[src/rtl/burst_pkg.sv]
package burst_pkg;

  // Burst ordering selected by the order input
  typedef enum logic {
    ORD_COUNT      = 1'b0,
    ORD_INTERLEAVE = 1'b1
  } burst_order_e;

  // What the sequencer does on a given clock
  typedef enum logic [1:0] {
    ACT_HOLD = 2'd0,
    ACT_STEP = 2'd1,
    ACT_LOAD = 2'd2
  } seq_action_e;

endpackage

[src/rtl/seq_load_ctrl.sv]
module seq_load_ctrl
  import burst_pkg::*;
(
  input  logic        sel,
  input  logic        start_proc,
  input  logic        start_cache,
  input  logic        step,
  output seq_action_e action
);

  logic proc_take;
  logic cache_take;

  // Each strobe is honoured only while the chip is selected
  assign proc_take  = start_proc  & sel;
  assign cache_take = start_cache & sel;

  always_comb begin
    if (proc_take || cache_take) begin
      action = ACT_LOAD;   // a load outranks a step
    end else if (step) begin
      action = ACT_STEP;
    end else begin
      action = ACT_HOLD;
    end
  end

endmodule

[src/rtl/burst_beat_counter.sv]
module burst_beat_counter
  import burst_pkg::*;
#(
  parameter int COUNT_W = 2
) (
  input  logic               clk,
  input  logic               rst,
  input  seq_action_e        action,
  output logic [COUNT_W-1:0] beat_d,
  output logic [COUNT_W-1:0] beat_q
);

  always_comb begin
    unique case (action)
      ACT_LOAD: beat_d = '0;
      ACT_STEP: beat_d = beat_q + COUNT_W'(1);
      default:  beat_d = beat_q;
    endcase
  end

  always_ff @(posedge clk) begin
    if (rst) begin
      beat_q <= '0;
    end else begin
      beat_q <= beat_d;
    end
  end

  // a load always resets the beat number
  assert_load_restarts_R7: assert property (@(posedge clk) disable iff (rst)
    (action == ACT_LOAD) |=> (beat_q == '0));

  // a step without a load moves exactly one beat
  assert_step_one_beat_R3: assert property (@(posedge clk) disable iff (rst)
    (action == ACT_STEP) |=> (beat_q == $past(beat_q) + COUNT_W'(1)));

  // no load and no step leaves the beat alone
  assert_hold_beat_R8: assert property (@(posedge clk) disable iff (rst)
    (action == ACT_HOLD) |=> $stable(beat_q));

endmodule

[src/rtl/burst_order_map.sv]
module burst_order_map
  import burst_pkg::*;
#(
  parameter int COUNT_W = 2
) (
  input  logic [COUNT_W-1:0] start_lo,
  input  logic [COUNT_W-1:0] beat,
  input  burst_order_e       order,
  output logic [COUNT_W-1:0] lo_out
);

  logic [COUNT_W-1:0] count_lo;
  logic [COUNT_W-1:0] ilv_lo;

  // Counting order: modular sum, carries dropped at the top bit
  assign count_lo = start_lo + beat;

  // Interleaved order: each bit flipped by the matching beat bit
  for (genvar b = 0; b < COUNT_W; b++) begin : g_ilv
    assign ilv_lo[b] = start_lo[b] ^ beat[b];
  end

  assign lo_out = (order == ORD_INTERLEAVE) ? ilv_lo : count_lo;

  // the first beat of either order is the start value itself
  always_comb begin
    if (beat == '0) begin
      assert_beat0_is_start_R4: assert (lo_out == start_lo);
    end
  end

endmodule

[src/rtl/burst_addr_seq.sv]
module burst_addr_seq
  import burst_pkg::*;
#(
  parameter int ADDR_W  = 18,
  parameter int COUNT_W = 2
) (
  input  logic              clk,
  input  logic              rst,
  input  logic [ADDR_W-1:0] addr_i,
  input  logic              sel,
  input  logic              start_proc,
  input  logic              start_cache,
  input  logic              step,
  input  logic              order_ilv,
  output logic [ADDR_W-1:0] addr_o
);

  localparam int HI_W = ADDR_W - COUNT_W;

  seq_action_e        action;
  logic [COUNT_W-1:0] beat_d;
  logic [COUNT_W-1:0] beat_q;
  logic [ADDR_W-1:0]  base_q;
  logic [ADDR_W-1:0]  base_d;
  logic [COUNT_W-1:0] lo_next;
  burst_order_e       order;

  assign order = burst_order_e'(order_ilv);

  seq_load_ctrl u_ctrl (
    .sel         (sel),
    .start_proc  (start_proc),
    .start_cache (start_cache),
    .step        (step),
    .action      (action)
  );

  burst_beat_counter #(.COUNT_W(COUNT_W)) u_beat (
    .clk    (clk),
    .rst    (rst),
    .action (action),
    .beat_d (beat_d),
    .beat_q (beat_q)
  );

  // Captured base: upper bits plus start value of the low bits
  assign base_d = (action == ACT_LOAD) ? addr_i : base_q;

  always_ff @(posedge clk) begin
    if (rst) begin
      base_q <= '0;
    end else begin
      base_q <= base_d;
    end
  end

  burst_order_map #(.COUNT_W(COUNT_W)) u_map (
    .start_lo (base_d[COUNT_W-1:0]),
    .beat     (beat_d),
    .order    (order),
    .lo_out   (lo_next)
  );

  // Registered output built from next-state values
  always_ff @(posedge clk) begin
    if (rst) begin
      addr_o <= '0;
    end else begin
      addr_o <= {base_d[ADDR_W-1:COUNT_W], lo_next};
    end
  end

  // a load places the external address on the output next cycle
  assert_load_to_out_R2: assert property (@(posedge clk) disable iff (rst)
    (sel && (start_proc || start_cache)) |=> (addr_o == $past(addr_i)));

  // upper bits never move without a load
  assert_no_carry_R6: assert property (@(posedge clk) disable iff (rst)
    !(sel && (start_proc || start_cache))
      |=> (addr_o[ADDR_W-1:COUNT_W] == $past(addr_o[ADDR_W-1:COUNT_W])));

  // wait state holds the address while the order is unchanged
  assert_wait_holds_R8: assert property (@(posedge clk) disable iff (rst)
    (!(sel && (start_proc || start_cache)) && !step)
      |=> ((order_ilv != $past(order_ilv)) || $stable(addr_o)));

  // a deselected strobe does not capture the base
  assert_deselect_ignored_R9: assert property (@(posedge clk) disable iff (rst)
    (!sel) |=> $stable(base_q));

  // Base and output must agree in the upper field at all times
  assert_base_matches_R6: assert property (@(posedge clk) disable iff (rst)
    1'b1 |=> (addr_o[ADDR_W-1:COUNT_W] == base_q[ADDR_W-1:COUNT_W]));

  logic unused_hi;
  assign unused_hi = ^{HI_W};

endmodule

[config.mk]
export PLATFORM = sky130hd
export DESIGN_NAME = burst_addr_seq
export DESIGN_NICKNAME = d
export VERILOG_FILES = /design/src/rtl/burst_pkg.sv /design/src/rtl/seq_load_ctrl.sv /design/src/rtl/burst_beat_counter.sv /design/src/rtl/burst_order_map.sv /design/src/rtl/burst_addr_seq.sv
export SDC_FILE = /design/constraint.sdc
export NUM_CORES = 1
export LEC_CHECK = 0
export BUFFER_PORTS_ARGS = -buffer_cell sky130_fd_sc_hd__clkbuf_2
export CAP_MARGIN = 20
export CORE_MARGIN = 2
export CORE_UTILIZATION = 44
export DETAILED_ROUTE_END_ITERATION = 16
export PLACE_DENSITY_LB_ADDON = 0.12
export SLEW_MARGIN = 10
export SYNTH_ARGS = -nofsm -noshare
export SYNTH_HDL_FRONTEND = slang
export SYNTH_HIERARCHICAL = 1
export SYNTH_SLANG_ARGS = --single-unit
[constraint.sdc]
create_clock -name clk -period 2.09 [get_ports clk]
set_clock_uncertainty 0.15 [all_clocks]
set_input_delay 0.209 -clock clk [delete_from_list [all_inputs] [get_ports clk]]
set_output_delay 0.209 -clock clk [all_outputs]
set_load 0.02 [all_outputs]
# == Yosys cells after proc, flatten, opt, wreduce, memory -nomap -nowiden ==
# Cells that the tools add are included.
# word_totals
inputBits,25
reg_bits,38
elab_cells,17
output_inout_bits,18
# classes
bitwise_logic,4
n_mux,5
n_eq_ne,2
n_reduce_logical,1
addsub,2
# op_table
cell,count
$mux 18,1
$mux 2,2
$pmux 2 s2,1
$add 2x1->2 const B,1
$add 2x2->2,1
$and 1x1->1,2
$eq 2x1->1 const B,1
$eq 2x2->1 const B,1
$xor 1x1->1,2
$logic_or 1x1->1,1
$mux 1,1

# == Logic depth before layout (Yosys ltp) ==
# Gate-level depths: netlist of the first run.
# logic_depth
depth_word,7
depth_mapped,9
ltp_nobuf,9

# == By module ==
# The synthesis of the first run kept the hierarchy.
# by_module_without_submodules
module,area_per_inst_um2,cells_per_inst,n_inst,seq_area_each_um2
burst_addr_seq,1009.7,103,1,400.4
burst_beat_counter,125.1,14,1,40.0
burst_order_map,36.3,4,1,0.0
seq_load_ctrl,16.3,2,1,0.0

# == Worst setup path before layout of the first run ==
# No wires, ideal clock.
# synth_path
path_kind,input-to-reg
start,in start_proc
end,reg addr_o[1]
t_arrival_ns,2.014
cell_stages,9
setup_ns,0.122
t_required_ns,1.818
path_slack_ns,-0.196
path_buffers,0
cell_sequence,o21a_1 > nor2b_2 > ha_1 > or3b_2 > nand2_1 > ha_1 > nor2b_1 > xnor2_1 > nor2b_1
# synth_via
elab_chain_cells,7
word_cells_on_any_way,10
cone_classes,1 x add/sub; 2 x eq/ne; 4 x mux; 2 x bitwise; 1 x reduce/logical
# synth_lines
item,line_no,source
"start, declared",burst_addr_seq.sv:11,"input logic start_proc,"
$and 1x1->1 (*),seq_load_ctrl.sv:15,assign proc_take = start_proc & sel;
$logic_or 1x1->1 (*),seq_load_ctrl.sv:19,if (proc_take || cache_take) begin
$mux 2 (*),seq_load_ctrl.sv:19,
named net action[0],burst_addr_seq.sv:20,seq_action_e action;
$eq 2x1->1 or $eq 2x2->1 (tied branches),burst_beat_counter.sv:14,unique case (action)
$pmux 2 s2 (*),burst_beat_counter.sv:14,
named net beat_d[0],burst_addr_seq.sv:21,logic [COUNT_W-1:0] beat_d;
$add 2x2->2 (*),burst_order_map.sv:16,assign count_lo = start_lo + beat;
$mux 2 (*),burst_order_map.sv:23,assign lo_out = (order == ORD_INTERLEAVE) ? ilv_lo : count_lo;
named net lo_next[1],burst_addr_seq.sv:25,logic [COUNT_W-1:0] lo_next;
"end signal, assigned",burst_addr_seq.sv:69,"addr_o <= {base_d[ADDR_W-1:COUNT_W], lo_next};"
"end, declared",burst_addr_seq.sv:15,output logic [ADDR_W-1:0] addr_o
# Mark *: on every way through the listed nets, which the timed path passes. The rest lies on a longest branch.
# A chain may end at the register's enable or synchronous reset.

# == Final worst setup path of the first run ==
# layout_path
start,in start_proc
end,reg addr_o[1]
# layout_via
elab_chain_cells,7
word_cells_on_any_way,10
cone_classes,1 x add/sub; 2 x eq/ne; 4 x mux; 2 x bitwise; 1 x reduce/logical
# layout_lines
item,line_no
$and 1x1->1 (*),seq_load_ctrl.sv:15
$logic_or 1x1->1 (*),seq_load_ctrl.sv:19
$mux 2 (*),seq_load_ctrl.sv:19
named net action[1],burst_addr_seq.sv:20
$eq 2x1->1 or $eq 2x2->1 (tied branches),burst_beat_counter.sv:14
$pmux 2 s2 (*),burst_beat_counter.sv:14
named net beat_d[1],burst_addr_seq.sv:21
$add 2x2->2 or $xor 1x1->1 (tied branches),"burst_order_map.sv:16, burst_order_map.sv:20"
$mux 2 (*),burst_order_map.sv:23
named net lo_next[1],burst_addr_seq.sv:25
# Marked as above.

==> metrics.txt, run 1 <==
outcome finished, final reports clean; startpoint of the worst register-to-register path u_beat/beat_q[0]$_SDFF_PP0_; Peak VDD IR 0.000368 V; Port-buffer cells 42; Post-Syn Area per Cell 9.65 sq um; remaining global-route overflow 0; maximum number of pins on one net before global-route repair 41; total routed wirelength 2200 um; Pwr Density 617 nW/um^2; clock-pin slew on the worst setup and hold paths 0.12 ns; CP max FO 5; final weighted congestion in routability-driven placement 0.739; register bit total from synthesis 22; # resized after CTS 0; library cells used by synthesis 25; detailed placer's ending HPWL 1560 um; sequential-to-total area share from yosys stat 37.1%; residual DRC count 0; worst-margin pin slew 0.556 ns; relative slew slack 63.0%; required time of the critical path 2.13 ns; number of cells on the worst reg-to-reg path 5; vias after detailed routing 913; Design Area, Final 1400 sq um; Period Utilization, post-route 86.8%; f_max 551 MHz; final-report setup violation count 0; number of global-route vias before repair 876; Critical Path Sink addr_o[1]$_SDFF_PP0_; # H-tree levels 1; Total Nets Final 181; critical path arrival 1.86 ns; endpoint class of the critical path flip-flop; setup slack on the worst flop-to-flop path 0.46 ns; Starting Density 47.1%; Worst Hold Slack 0.00733 ns; postcts setup bufs 0; leakage power summed over all cells 0.590 nW; CTS root buffer sky130_fd_sc_hd__clkbuf_4; synth-to-layout area growth 18.2%; Final min period 1.81 ns; width of the die 56.0 um; path type of the worst min-delay path input pin to flip-flop; floorplan die area 3130 sq um; unrepaired setup endpoints after global routing false; count of final hold-check violations 0; clock tree from TritonCTS yes; Max Slew Vio Count 0; CP Launch Point start_proc; Final Non-Filler Cells 183; count of synthesis-stage warnings from yosys 6; residual antenna-violating net count after detailed routing 0; initial antenna violation count 0; First-pass DRT Iterations 4; floorplan die height 56.0 um; max cap viols 0; Floorplan Core Area 2520 sq um; Boundary Pins 43; setup TNS 0 ns; Syn Nets 150; Post-Syn Area 1190 sq um; vias per cell 4.99; average wire per standard cell 12.0 um; clock latency on the worst-skew pair 0.31 ns; global-route wire length before repair 3860 um; Area after DPL 1350 sq um; First DRT Iteration DRCs 10; endpoint of the lowest-slack register-to-register path addr_o[1]$_SDFF_PP0_; Max Buffers Root-to-Sink 2; number of buffers inserted during clock tree synthesis 3; proportion of layout cells with a drive suffix above 1 39.2%; Placed Cells 177; category of the worst setup path launch point input pin; Antenna diodes 0; number of hold-repair buffers added at the cts stage 2; share of the core filled with cells in the final layout 55.7%; depth of the worst hold-timing path 3; Synth Instances 123; standard-cell row count 18; number of clock sinks 22; overall track demand over capacity in global routing 15.2%; worst setup path category input pin to flip-flop
## state kept, by name, summed over array words and instances, names as in the netlist
name,cells
u_beat/beat_q,2
base_q,18
addr_o,2
## worst max-delay path, stage by stage
cell,delay (ns)
sky130_fd_sc_hd__clkbuf_2,0.09
sky130_fd_sc_hd__o21a_4,0.23
sky130_fd_sc_hd__nor2b_4,0.13
sky130_fd_sc_hd__ha_4,0.22
sky130_fd_sc_hd__or3b_1,0.37
sky130_fd_sc_hd__a31oi_1,0.24
sky130_fd_sc_hd__xnor2_1,0.16
sky130_fd_sc_hd__xnor2_1,0.09
sky130_fd_sc_hd__nor2b_1,0.12
## where the power goes
part           total (mW)  switching, mW  internal (mW)
Sequential          0.454         0.0108          0.443
Clock               0.234          0.128          0.106
Combinational       0.177         0.0910         0.0865
## cell usage after synthesis, drive strengths merged
library cell / instances / area share [%]
dfxtp: 22 / 37
buf: 18 / 11
nand2b: 18 / 9.5
o21ai: 18 / 7.6
nand4bb: 13 / 12
clkbuf: 6 / 2.0
nor2b: 5 / 3.1
or4bb: 5 / 4.7
nand2: 3 / 0.95
a21oi: 2 / 0.84
ha: 2 / 2.1
mux2: 2 / 1.9
or3b: 2 / 1.5
xnor2: 2 / 1.5
a311oi: 1 / 1.3
a31oi: 1 / 0.53
inv: 1 / 0.32
o21a: 1 / 0.63
or2b: 1 / 0.74
## metrics by stage
step / worst slack [ns] / total power, mW
3_3_place_gp: -0.0491 / 0.636
4_1_cts: 0.272 / 0.882
3_5_place_dp: -0.0719 / 0.640
5_1_grt: 0.165 / 0.912
6_report: 0.276 / 0.866
2_1_floorplan: 0.00616 / 0.598
## metal layers
layer	part of all wire, %	up-vias	GRT usage (%)
met4	1.5	0	6.12
met3	4.8	2	2.33
met1	49	414	20.0
li1	-	472	-
met2	45	25	24.8
met5	0	-	0
## worst min-delay path by stage
| stage | from | end | slack [ns] |
|---|---|---|---|
| after CTS | addr_i[13] | base_q[13]$_SDFFE_PP0N_ | 0.0001 |
| after floorplan | rst | u_beat/beat_q[1]$_SDFF_PP0_ | 0.13 |
| after detailed placement | base_q[17]$_SDFFE_PP0N_ | base_q[17]$_SDFFE_PP0N_ | 0.31 |
| after global routing | addr_i[15] | base_q[15]$_SDFFE_PP0N_ | 0.01 |
| final | addr_i[13] | base_q[13]$_SDFFE_PP0N_ | 0.007 |
| after global placement | base_q[2]$_SDFFE_PP0N_ | base_q[2]$_SDFFE_PP0N_ | 0.30 |
## cells by family after synthesis
logic type / share of synthesized area, %
AND/OR/NAND/NOR: 32.8
buffers and inverters: 13.8
AO/OA/AOI/OAI: 10.9
flip-flops: 37.1
XOR/XNOR: 1.48
multiplexers: 1.90
adder cells (fa/ha/maj): 2.11
## layout make-up
cell class / count / area (sq um)
fillers: 224 / 1120
multi-input cells: 76 / 611
flip-flops and latches: 22 / 440
repair buffers: 50 / 275
well taps: 30 / 37.5
clock buffers: 4 / 36.3
inverters: 1 / 3.75
## cells in the final DEF (no fill, tap or decap), types with 2 or more instances in the layout
master                          instances
sky130_fd_sc_hd__clkbuf_2              42
sky130_fd_sc_hd__dfxtp_1               22
sky130_fd_sc_hd__nand2b_1              18
sky130_fd_sc_hd__nand4bb_1             13
sky130_fd_sc_hd__o21ai_0               13
sky130_fd_sc_hd__buf_4                  6
sky130_fd_sc_hd__or4bb_1                5
sky130_fd_sc_hd__o21ai_1                5
sky130_fd_sc_hd__clkbuf_4               3
sky130_fd_sc_hd__nand2_1                3
sky130_fd_sc_hd__nor2b_2                2
sky130_fd_sc_hd__mux2_1                 2
sky130_fd_sc_hd__nor2b_1                2
sky130_fd_sc_hd__dlygate4sd3_1          2
sky130_fd_sc_hd__a21oi_1                2
sky130_fd_sc_hd__xnor2_1                2
(Power assumes the default switching activity.)
==> run 2, diff against run 1 <==
--- a/config.mk
+++ b/config.mk
@@ -8,7 +8,7 @@
 export BUFFER_PORTS_ARGS = -buffer_cell sky130_fd_sc_hd__clkbuf_2
 export CAP_MARGIN = 20
 export CORE_MARGIN = 2
-export CORE_UTILIZATION = 44
+export CORE_UTILIZATION = 52
 export DETAILED_ROUTE_END_ITERATION = 16
 export PLACE_DENSITY_LB_ADDON = 0.12
 export SLEW_MARGIN = 10
==> constraint.sdc (replaced) <==
create_clock -name clk -period 2.22 [get_ports clk]
set_clock_uncertainty 0.15 [all_clocks]
set_input_delay 0.222 -clock clk [delete_from_list [all_inputs] [get_ports clk]]
set_output_delay 0.222 -clock clk [all_outputs]
set_load 0.02 [all_outputs]
==> run 2 against run 1 <==
Clock power down 8%. Total power down 7.5%. Critical path depth up 1. Highest routed layer unchanged. Combinational power down 11%. Worst setup slack better by 0.036 ns. Die area down 14%. Hold slack better by 0.024 ns. Critical path type unchanged. Routed wire length down 4.3%. Register-to-register slack better by 0.13 ns.
==> metrics.txt, run 2 (synthesis gave the netlist of run 1 again) <==
First DRT Iteration DRCs 5; Final min period 1.91 ns; number of buffers inserted during clock tree synthesis 3; outcome finished, final reports clean; total routed wirelength 2110 um; Net Sw Power 0.209 mW; First-pass DRT Iterations 4; switching portion of total power 26.1%; number of hold-repair buffers added at the cts stage 0; Max Slew Vio Count 0; relative contribution of combinational cells to total power 19.6%; count of final hold-check violations 0; Floorplan Core Area 2190 sq um; Pwr Density 592 nW/um^2; maximum number of pins on one net before global-route repair 41; vias per cell 5.18; worst-margin pin slew 0.551 ns; required time of the critical path 2.30 ns; unrepaired setup endpoints after global routing false; Placed Cells 174; final-report setup violation count 0; residual DRC count 0; initial antenna violation count 0; internal power component 0.592 mW; CTS root buffer sky130_fd_sc_hd__clkbuf_4; Period Utilization, post-route 85.9%; share of the core filled with cells in the final layout 61.7%; proportion of layout cells with a drive suffix above 1 38.0%; Max Buffers Root-to-Sink 2; synth-to-layout area growth 13.9%; detailed placer's ending HPWL 1540 um; register with the highest flop count base_q; most frequent cells in the layout sky130_fd_sc_hd__clkbuf_2, sky130_fd_sc_hd__dfxtp_1, sky130_fd_sc_hd__nand2b_1, sky130_fd_sc_hd__nand4bb_1, sky130_fd_sc_hd__o21ai_0; floorplan die area 2680 sq um; width of the die 51.8 um; number of flip-flops in the largest register 18; critical path arrival 1.99 ns; setup slack on the worst flop-to-flop path 0.59 ns; final weighted congestion in routability-driven placement 0.640; global-route wire length before repair 3680 um; clock latency on the worst-skew pair 0.29 ns; endpoint class of the critical path flip-flop; Peak VDD IR 0.000316 V; category of the worst setup path launch point input pin; Port-buffer cells 42; # H-tree levels 1; floorplan die height 51.8 um; leakage power summed over all cells 0.576 nW; f_max 524 MHz; residual antenna-violating net count after detailed routing 0; Boundary Pins 43; path type of the worst min-delay path input pin to flip-flop; overall track demand over capacity in global routing 18.2%; remaining global-route overflow 0; registers with the most flip-flops base_q x18, addr_o x2, u_beat/beat_q x2; Antenna diodes 0; number of global-route vias before repair 869; clock-pin slew on the worst setup and hold paths 0.12 ns; Final Non-Filler Cells 178; standard-cell row count 17; power share of the clock group 27.0%; Worst Hold Slack 0.0317 ns; # resized after CTS 0; Total Nets Final 178; average wire per standard cell 11.8 um; Starting Density 54.2%; vias after detailed routing 922; CP max FO 5; most common library cell in the layout ignoring fill and taps sky130_fd_sc_hd__clkbuf_2; max cap viols 0; postcts setup bufs 0; number of clock sinks 22; worst setup path category input pin to flip-flop; clock tree from TritonCTS yes; relative slew slack 63.3%; portion of total power attributed to sequential cells 53.4%
[run 2: changes by cell type in the layout (fill, tap and decap cells not counted), sizes merged]
cell,before,now
buf,6,5
dlygate4sd3,2,0
[run 2: path summary, 6_finish.rpt]
kind,start,endpoint,depth (start not counted)
max,start_proc,addr_o[1]$_SDFF_PP0_,10
min,addr_i[14],base_q[14]$_SDFFE_PP0N_,3
max reg2reg,u_beat/beat_q[0]$_SDFF_PP0_,addr_o[1]$_SDFF_PP0_,6
min reg2reg,base_q[2]$_SDFFE_PP0N_,base_q[2]$_SDFFE_PP0N_,2
[run 2: layer usage]
metal / GRT usage (%) / wire length, um / up-vias
li1: - / - / 467
met1: 22.8 / 978 / 431
met2: 31.2 / 1010 / 22
met3: 3.16 / 104 / 2
met4: 6.58 / 16 / 0
met5: 0 / 0 / -
[run 2: layout make-up]
cell class | instances | area (sq um)
flip-flops and latches | 22 | 440
well taps | 28 | 35.0
repair buffers | 47 | 248
fillers | 201 | 838
clock buffers | 4 | 36.3
multi-input cells | 76 | 589
inverters | 1 | 3.75
[run 2: metrics by stage]
stage	instance area (sq um)	power [mW]	TNS [ns]	setup slack, ns
after global routing	1350	0.845	0	0.197
after CTS	1350	0.811	0	0.308
after global placement	1320	0.591	0	0.0348
final	1350	0.801	0	0.312
after floorplan	1190	0.559	0	0.0257
after detailed placement	1320	0.595	-0.0186	-0.0186
[run 2: worst max-delay path, cell delays in order]
cell and delay (ns):
sky130_fd_sc_hd__clkbuf_2 0.08, sky130_fd_sc_hd__o21a_2 0.24, sky130_fd_sc_hd__nor2b_4 0.12, sky130_fd_sc_hd__ha_1 0.27, sky130_fd_sc_hd__or3b_2 0.47, sky130_fd_sc_hd__nand2_1 0.08, sky130_fd_sc_hd__ha_1 0.12, sky130_fd_sc_hd__nor2b_1 0.15
sky130_fd_sc_hd__xnor2_1 0.12, sky130_fd_sc_hd__nor2b_1 0.13
[run 2: power by group through the flow]
| stage | logic (mW) | clock network [mW] | registers, mW |
|---|---|---|---|
| 2_1_floorplan | 0.120 | 0 | 0.438 |
| 3_3_place_gp | 0.155 | 0 | 0.436 |
| 3_5_place_dp | 0.159 | 0 | 0.437 |
| 4_1_cts | 0.159 | 0.225 | 0.428 |
| 5_1_grt | 0.174 | 0.239 | 0.431 |
| 6_report | 0.157 | 0.216 | 0.427 |
==> run 3, diff against run 2 <==
--- a/config.mk
+++ b/config.mk
@@ -8,7 +8,7 @@
 export BUFFER_PORTS_ARGS = -buffer_cell sky130_fd_sc_hd__clkbuf_2
 export CAP_MARGIN = 20
 export CORE_MARGIN = 2
-export CORE_UTILIZATION = 52
+export CORE_UTILIZATION = 44
 export DETAILED_ROUTE_END_ITERATION = 16
 export PLACE_DENSITY_LB_ADDON = 0.12
 export SLEW_MARGIN = 10
==> constraint.sdc (replaced) <==
create_clock -name clk -period 1.7 [get_ports clk]
set_clock_uncertainty 0.15 [all_clocks]
set_input_delay 0.17 -clock clk [delete_from_list [all_inputs] [get_ports clk]]
set_output_delay 0.17 -clock clk [all_outputs]
set_load 0.02 [all_outputs]
==> run 3 against run 2 <==
The flow now finishes with violations (negative setup slack). Register-to-register slack worse by 0.50 ns. Sequential share of layout area is 4.8 points lower. Flip-flop and latch count is the same. Combinational power grew 61%. Critical path depth decreased by 1. Cell area increased by 17%. Final cell count is 11% higher. First-iteration DRC count grew to 5.4 times the previous value. Total power grew 37%. Routed wire length rose by 15%. Via count grew 4.6%. Hold slack got worse by 0.020 ns. Critical path type unchanged. Highest routed layer unchanged.
==> metrics.txt, run 3 (synthesis gave the netlist of run 1 again) <==
Final min period 1.75 ns; remaining global-route overflow 0; Max Slew Vio Count 0; endpoint class of the critical path flip-flop; Boundary Pins 43; First-pass DRT Iterations 4; Pwr Density 695 nW/um^2; Starting Density 47.1%; worst setup path category input pin to flip-flop; proportion of layout cells with a drive suffix above 1 39.5%; most frequent cells in the layout sky130_fd_sc_hd__clkbuf_2, sky130_fd_sc_hd__dfxtp_1, sky130_fd_sc_hd__nand2b_1, sky130_fd_sc_hd__dlygate4sd3_1; width of the die 56.0 um; residual DRC count 0; # H-tree levels 1; Port-buffer cells 42; category of the worst setup path launch point input pin; Min-Delay Startpoint addr_i[2]; registers with the most flip-flops base_q x18, addr_o x2, u_beat/beat_q x2; failing checks negative setup slack; register with the highest flop count base_q; max cap viols 0; CP max-delay cell sky130_fd_sc_hd__or3b_4; outcome finished with violations; Total Nets Final 195; Period Utilization, post-route 103%; relative slew slack 79.0%; share of the core filled with cells in the final layout 62.8%; First DRT Iteration DRCs 27; final weighted congestion in routability-driven placement 0.770; number of cells on the worst reg-to-reg path 5; CP max FO 5; Final Non-Filler Cells 197; setup TNS -0.0473 ns; worst-margin pin slew 0.315 ns; residual antenna-violating net count after detailed routing 0; fill cell total of the finished layout 230; overall track demand over capacity in global routing 16.6%; synth-to-layout area growth 33.4%; leakage power summed over all cells 0.658 nW; floorplan die height 56.0 um; Placed Cells 179; CTS root buffer sky130_fd_sc_hd__clkbuf_4; dominant delay contributor by cell family on the critical path simple AND/OR/NAND/NOR gates; Worst Hold Slack 0.0121 ns; maximum number of pins on one net before global-route repair 23; global-route wire length before repair 4130 um; total routed wirelength 2430 um; clock latency on the worst-skew pair 0.30 ns; number of flip-flops in the largest register 18; clock-pin slew on the worst setup and hold paths 0.12 ns; standard-cell row count 18; path type of the worst min-delay path input pin to flip-flop; detailed placer's ending HPWL 1660 um; number of buffers inserted during clock tree synthesis 3; depth of the worst hold-timing path 3; endpoint of the lowest-slack register-to-register path addr_o[1]$_SDFF_PP0_; startpoint of the worst register-to-register path u_beat/beat_q[0]$_SDFF_PP0_; buffering stage count on the worst path with inverters included 1; Max Buffers Root-to-Sink 2; Floorplan Core Area 2520 sq um; count of final hold-check violations 0; final-report setup violation count 1; CP Launch Point start_cache; most common library cell in the layout ignoring fill and taps sky130_fd_sc_hd__clkbuf_2; critical path arrival 1.85 ns; clock tree from TritonCTS yes; critical path cell sequence buf_6 > o21a_4 > nor2b_4 > ha_4 > or3b_4 > a31oi_4 > xnor2_2 > xnor2_1 > nor2b_1; number of global-route vias before repair 930; Worst Hold Path EP base_q[2]$_SDFFE_PP0N_; setup slack on the worst flop-to-flop path 0.09 ns; vias after detailed routing 964; f_max 572 MHz; number of clock sinks 22; Peak VDD IR 0.000564 V; initial antenna violation count 0; unrepaired setup endpoints after global routing true; required time of the critical path 1.80 ns; crit path setup slack, layout -0.0473 ns; Antenna diodes 0; vias per cell 4.89; average wire per standard cell 12.3 um; floorplan die area 3130 sq um; peak per-stage delay on the critical path 0.39 ns
-- run 3: final cells by class --
type                    count  area [sq um]  area share [%]
clock buffers               4          36.3            2.29
inverters                   1          3.75           0.237
flip-flops and latches     22           440            27.8
well taps                  30          37.5            2.37
multi-input cells          76           646            40.8
repair buffers             64           420            26.5
-- run 3: worst max-delay path by stage --
stage,endpoint,slack [ns],depth (start not counted)
after global routing,addr_o[1]$_SDFF_PP0_,-0.10,9
after floorplan,addr_o[1]$_SDFF_PP0_,-0.31,8
final,addr_o[1]$_SDFF_PP0_,-0.05,9
after CTS,addr_o[1]$_SDFF_PP0_,-0.03,9
after detailed placement,addr_o[1]$_SDFF_PP0_,-0.39,9
after global placement,addr_o[1]$_SDFF_PP0_,-0.34,9
-- run 3: metrics by stage --
stage	area, sq um	worst slack (ns)	power, mW
6_report	1580	-0.0473	1.10
4_1_cts	1560	-0.0341	1.11
3_5_place_dp	1370	-0.387	0.792
3_3_place_gp	1370	-0.342	0.787
5_1_grt	1580	-0.101	1.16
2_1_floorplan	1220	-0.313	0.738
-- run 3: tightest hold or removal path, delay by kind of cell --
| kind | cells | cell delay, ns |
|---|---|---|
| AO/OA/AOI/OAI | 1 | 0.05 |
| buffers and inverters | 1 | 0.07 |
| AND/OR/NAND/NOR | 1 | 0.14 |
-- run 3: routing by layer --
metal	global-route usage, %	share of wire (%)
met3	4.88	5.7
met5	0	0
met4	5.10	1.7
met1	21.0	46
met2	27.4	47
-- run 3: what timing repair did --
| action | in CTS | in global routing |
|---|---|---|
| gates cloned | 0 | 0 |
| setup endpoints to repair | 1 | 1 |
| hold endpoints to repair | 13 | 1 |
| resized for setup | 3 | 3 |
| pin swaps | 3 | 0 |
| hold buffers | 13 | 1 |
| setup buffers | 0 | 0 |
-- run 3: report_power, final --
group / internal (mW) / switching, mW / total (mW)
sequential: 0.545 / 0.0135 / 0.558
combinational: 0.132 / 0.121 / 0.253
clock: 0.131 / 0.158 / 0.289
total: 0.808 / 0.292 / 1.10
